## src/rtl/pd_pkg.sv

```systemverilog
`timescale 1ns/1ps
package pd_pkg;
  localparam int MEALY_W = 2;
  localparam int MOORE_W = 3;

  typedef enum logic [MEALY_W-1:0] {
    ML_A = 2'd0, ML_B = 2'd1, ML_C = 2'd2, ML_D = 2'd3
  } mealySt_t;

  typedef enum logic [MOORE_W-1:0] {
    MR_A = 3'd0, MR_B = 3'd1, MR_C = 3'd2, MR_D = 3'd3, MR_E = 3'd4
  } mooreSt_t;

  typedef struct packed {
    logic advance;
    logic clear;
  } pdStrobe_t;
endpackage

```

## src/rtl/pd_ctrl.sv

```systemverilog
`timescale 1ns/1ps
module pd_ctrl
  import pd_pkg::*;
(
  input  logic      rst,
  input  logic      sampleValid,
  output pdStrobe_t strobe
);
  // Reset dominates: no bit is consumed while clear is asserted.
  always_comb begin
    strobe.clear   = rst;
    strobe.advance = sampleValid & ~rst;
  end
endmodule

```

## src/rtl/pd_mealy.sv

```systemverilog
`timescale 1ns/1ps
module pd_mealy
  import pd_pkg::*;
(
  input  logic      clk,
  input  logic      rst,
  input  pdStrobe_t strobe,
  input  logic      serialBit,
  output mealySt_t  state,
  output logic      hit
);
  mealySt_t nextState;

  always_comb begin
    case (state)
      ML_A:    nextState = serialBit ? ML_A : ML_B;
      ML_B:    nextState = serialBit ? ML_C : ML_B;
      ML_C:    nextState = serialBit ? ML_A : ML_D;
      ML_D:    nextState = serialBit ? ML_C : ML_B;
      default: nextState = ML_A;
    endcase
  end

  assign hit = strobe.advance & serialBit & (state == ML_D);

  always_ff @(posedge clk) begin
    if (strobe.clear)        state <= ML_A;
    else if (strobe.advance) state <= nextState;
  end

  // After a hit the trailing "01" is retained.
  assert_overlap_keeps_c_R6: assert property (@(posedge clk) disable iff (rst)
    hit |=> (state == ML_C));

  assert_hold_when_idle_R7: assert property (@(posedge clk) disable iff (rst)
    (!strobe.advance && !strobe.clear) |=> $stable(state));
endmodule

```

## src/rtl/pd_moore.sv

```systemverilog
`timescale 1ns/1ps
module pd_moore
  import pd_pkg::*;
(
  input  logic      clk,
  input  logic      rst,
  input  pdStrobe_t strobe,
  input  logic      serialBit,
  output mooreSt_t  state,
  output logic      hit
);
  mooreSt_t nextState;

  always_comb begin
    case (state)
      MR_A:    nextState = serialBit ? MR_A : MR_B;
      MR_B:    nextState = serialBit ? MR_C : MR_B;
      MR_C:    nextState = serialBit ? MR_A : MR_D;
      MR_D:    nextState = serialBit ? MR_E : MR_B;
      MR_E:    nextState = serialBit ? MR_A : MR_D;
      default: nextState = MR_A;   // unused codes fall back to idle
    endcase
  end

  always_ff @(posedge clk) begin
    if (strobe.clear) begin
      state <= MR_A;
      hit   <= 1'b0;
    end else if (strobe.advance) begin
      state <= nextState;
      hit   <= (nextState == MR_E);
    end
  end

  assert_legal_code_R4: assert property (@(posedge clk) disable iff (rst)
    state <= MR_E);

  assert_flag_tracks_e_R5: assert property (@(posedge clk) disable iff (rst)
    hit == (state == MR_E));

  assert_flag_hold_R7: assert property (@(posedge clk) disable iff (rst)
    (!strobe.advance && !strobe.clear) |=> ($stable(hit) && $stable(state)));
endmodule

```

## src/rtl/pd_datapath.sv

```systemverilog
`timescale 1ns/1ps
module pd_datapath
  import pd_pkg::*;
(
  input  logic               clk,
  input  logic               rst,
  input  pdStrobe_t          strobe,
  input  logic               serialBit,
  output logic               mealyHit,
  output logic               mooreHit,
  output logic [MEALY_W-1:0] mealyState,
  output logic [MOORE_W-1:0] mooreState
);
  mealySt_t mealySt;
  mooreSt_t mooreSt;

  pd_mealy mealy_i (
    .clk(clk), .rst(rst), .strobe(strobe), .serialBit(serialBit),
    .state(mealySt), .hit(mealyHit)
  );

  pd_moore moore_i (
    .clk(clk), .rst(rst), .strobe(strobe), .serialBit(serialBit),
    .state(mooreSt), .hit(mooreHit)
  );

  assign mealyState = mealySt;
  assign mooreState = mooreSt;

  // The registered flag trails the combinational one by one accepted sample.
  assert_lag_follow_R8: assert property (@(posedge clk) disable iff (rst)
    mealyHit |=> mooreHit);

  assert_lag_cause_R8: assert property (@(posedge clk) disable iff (rst)
    $rose(mooreHit) |-> $past(mealyHit));
endmodule

```

## src/rtl/pattern_detector_top.sv

```systemverilog
`timescale 1ns/1ps
module pattern_detector_top
  import pd_pkg::*;
(
  input  logic               clk,
  input  logic               rst,
  input  logic               sampleValid,
  input  logic               serialBit,
  output logic               mealyHit,
  output logic               mooreHit,
  output logic [MEALY_W-1:0] mealyState,
  output logic [MOORE_W-1:0] mooreState
);
  pdStrobe_t strobe;

  pd_ctrl ctrl_i (
    .rst(rst), .sampleValid(sampleValid), .strobe(strobe)
  );

  pd_datapath dp_i (
    .clk(clk), .rst(rst), .strobe(strobe), .serialBit(serialBit),
    .mealyHit(mealyHit), .mooreHit(mooreHit),
    .mealyState(mealyState), .mooreState(mooreState)
  );

  assert_reset_idle_R9: assert property (@(posedge clk)
    $past(rst) |-> (mealyState == 2'd0 && mooreState == 3'd0 && !mooreHit));
endmodule

```

## config.mk

```make
export PLATFORM = sky130hd
export DESIGN_NAME = pattern_detector_top
export DESIGN_NICKNAME = d
export VERILOG_FILES = /design/src/rtl/pd_pkg.sv /design/src/rtl/pd_ctrl.sv /design/src/rtl/pd_mealy.sv /design/src/rtl/pd_moore.sv /design/src/rtl/pd_datapath.sv /design/src/rtl/pattern_detector_top.sv
export SDC_FILE = /design/constraint.sdc
export NUM_CORES = 1
export LEC_CHECK = 0
export ABC_AREA = 0
export BUFFER_PORTS_ARGS = -buffer_cell sky130_fd_sc_hd__buf_2
export CAP_MARGIN = 20
export CORE_AREA = 3 3 40 42
export DETAILED_ROUTE_END_ITERATION = 10
export DIE_AREA = 0 0 43 45
export PLACE_DENSITY = 0.4
export SETUP_SLACK_MARGIN = 0.4
export SYNTH_ARGS = -nofsm -noshare
export SYNTH_HDL_FRONTEND = slang
export SYNTH_HIERARCHICAL = 1
export SYNTH_SLANG_ARGS = --single-unit
```

## constraint.sdc

```tcl
create_clock -name clk -period 0.8 [get_ports clk]
set_input_delay 0.08 -clock clk [delete_from_list [all_inputs] [get_ports clk]]
set_output_delay 0.08 -clock clk [all_outputs]
set_load 0.01 [all_outputs]
```

==> reports/metrics.yaml <==
seq_area_frac_synth_pct: 40.68
crit_chain: "and2b_1 > a31oi_1 > o31ai_1"
failed_checks: "negative setup slack"
power.total_mw: 0.7287
power_density_mw_per_mm2: 1345
grt_antenna_before_repair: 0
htreeDepth: 1
vias: 319
status: "complete, but fails checks"
hold_violations: 0
critPathCaptureType: "flip-flop"
async_flop_share_pct: 0
synthTopCellsByArea: "dfxtp_1 (41%), a21oi_1 (6.8%), nor3b_1 (5.1%), nor2b_4 (4.7%), nand2b_1 (4.2%)"
slew_viol_final: 0
fin_crit_ns: 0.9332
cpMaxStageDelayCell: "dfxtp_4"
path_clk_slew_ns: 0.05
drv_cap: 0
syn_to_final_growth_pct: 83.47
grt_pass1_vias: 322
fin_hold_ws_ns: 0.1797
cts_buffers: 3
drt_iter0_drc: 2
synth-edff-count: 0
crit_required_ns: 0.96
ys_warn_count: 6
gp_congestion: 0.6756
grtUsageTotal_pct: 10.00
irDropWorstVdd_mv: 0.4968
fin_nets: 59
hold_class: "in -> reg"
ys_types: 21
syn-num-nets: 37
critical_path_arrival_ns: 1.09
ys_ff_latch: 6
core_area_mm2: 0.001285
cts_tree: "built"
setup_viol: 9
cp.buffers_inverters: 0
cts_buffer_depth: 2
ioPinCount: 11
synth_area_per_cell_um2: 8.948
period_share_pct: 116.7
layout_setup_ws_ns: -0.1332
stdcell_count: 69
yosys.area.top_type: "dfxtp_1"
remaining_drc_errors: 0
wirelength_um: 784
die_h_um: 45
critPathTopFamily: "flip-flops"
dp.cells: 63
yosysMostFrequentCell: "dfxtp_1"
grt_max_degree: 10
crit_path_max_incr_delay_ns: 0.35
root_buffer: "clkbuf_4"
fillCellCount: 134
critPathLaunchType: "flip-flop"
clock_latency_ns: 0.26
io_buffers: 10
cp.depth: 3
detail-route-antenna-nets: 0
synthFlopType: "dfxtp_1"
dpl_cell_area_um2: 439.2
synth_area_um2: 295.3
vias_per_cell: 4.623
grt_setup_unrepaired: "yes"
maxSlewHeadroom_pct: 85.84
r2r_cells: 3
n_antenna_cell: 0
rows: 13
worstPathMaxFanout: 6
post_drt_wl_per_cell_um: 11.36
p_leak_nw: 0.2060
synth_commonest_cells: "dfxtp_1 (6), a21oi_1 (4)"
synth_top_area_share_pct: 40.68
fin_area_um2: 541.8
drive_above_1_share_pct: 66.67
drtPass1Iterations: 2
fp.dieArea_mm2: 0.001935
die_x_um: 43
clock_sinks: 6
start_util_pct: 22.98
crit_type: "reg -> reg"
skew_ns: 0.01050
gr-total-overflow: 0
fmax_mhz: 1072
min_delay_path_depth: 3
grt_pass1_wl_um: 1324
netlist_instances: 33
worst_pin_slew_ns: 0.2118
## area by class of cell
class	instances	area, um2	area share (%)
clock buffers	4	26.28	4.850
inverters	1	3.754	0.6928
well taps	15	18.77	3.464
multi-input cells	25	203.9	37.64
repair buffers	18	151.4	27.94
flip-flops and latches	6	137.6	25.40
## report_power, final
part	total, mW	switching (mW)	internal (mW)
clock	0.317	0.127	0.190
combinational	0.104	0.0478	0.0557
sequential	0.308	0.00985	0.298
total	0.729	0.185	0.544
## flip-flops by register name, summed over array words and instances, names as in the netlist
signal,cells
dp_i/mealy_i/state,2
dp_i/moore_i/hit,1
dp_i/moore_i/state,3
## metal layers
layer / track usage (%) / vias up / wire length [um]
met1: 10.87 / 148 / 336
li1: - / 161 / -
met4: 10.84 / 0 / 29
met2: 13.77 / 7 / 383
met3: 4.382 / 3 / 35
met5: 0 / - / 0
## worst reg2reg max path, stage by stage, from the launching register on
cell and delay (ns):
dfxtp_4 0.35, and2b_1 0.21, a31oi_1 0.08, o31ai_1 0.20
## kinds of logic (layout without fill, tap and decap cells)
family	Yosys count	after routing	share of synthesized area (%)
and+or+nand+nor	15	15	35.17
buffers and inverters	2	23	3.813
DFF	6	6	40.68
AOI/OAI and AO/OA	10	10	20.34
## layout by cell type, fill, tap and decap left out, types with 2 or more instances in the layout
| cell | n |
|---|---|
| clkbuf_4 | 3 |
| dfxtp_4 | 4 |
| nor3b_1 | 2 |
| buf_2 | 4 |
| a21oi_1 | 2 |
| nand2b_1 | 2 |
| buf_4 | 7 |
| dfxtp_2 | 2 |
| buf_6 | 7 |
| a21oi_2 | 2 |
## path summary, 6_finish.rpt
kind,start,to,slack [ns]
worst max-delay path,dp_i/moore_i/state[1],dp_i/moore_i/state[1],-0.13
worst min-delay path,rst,dp_i/moore_i/state[2],0.18
worst max register to register,dp_i/moore_i/state[1],dp_i/moore_i/state[1],-0.13
worst min register to register,dp_i/mealy_i/state[0],dp_i/mealy_i/state[1],0.52
## timing repair
action / in CTS / in global routing
buffers inserted: 2 / 0
pin swaps: 5 / 2
hold buffers: 0 / 0
gates resized for setup: 8 / 5
endpoints found under the setup margin: 13 / 13
## stage by stage
step | setup slack, ns | TNS [ns] | util, %
floorplan | -0.07377 | -0.1695 | -
global placement | -0.09267 | -0.3806 | 34.18
detailed placement | -0.1504 | -0.4995 | 34.18
CTS | -0.1469 | -0.8693 | 41.09
global route | -0.1824 | -1.214 | 42.16
finish | -0.1332 | -0.7553 | 42.16
No activity file was read; power rests on OpenSTA's default activity.
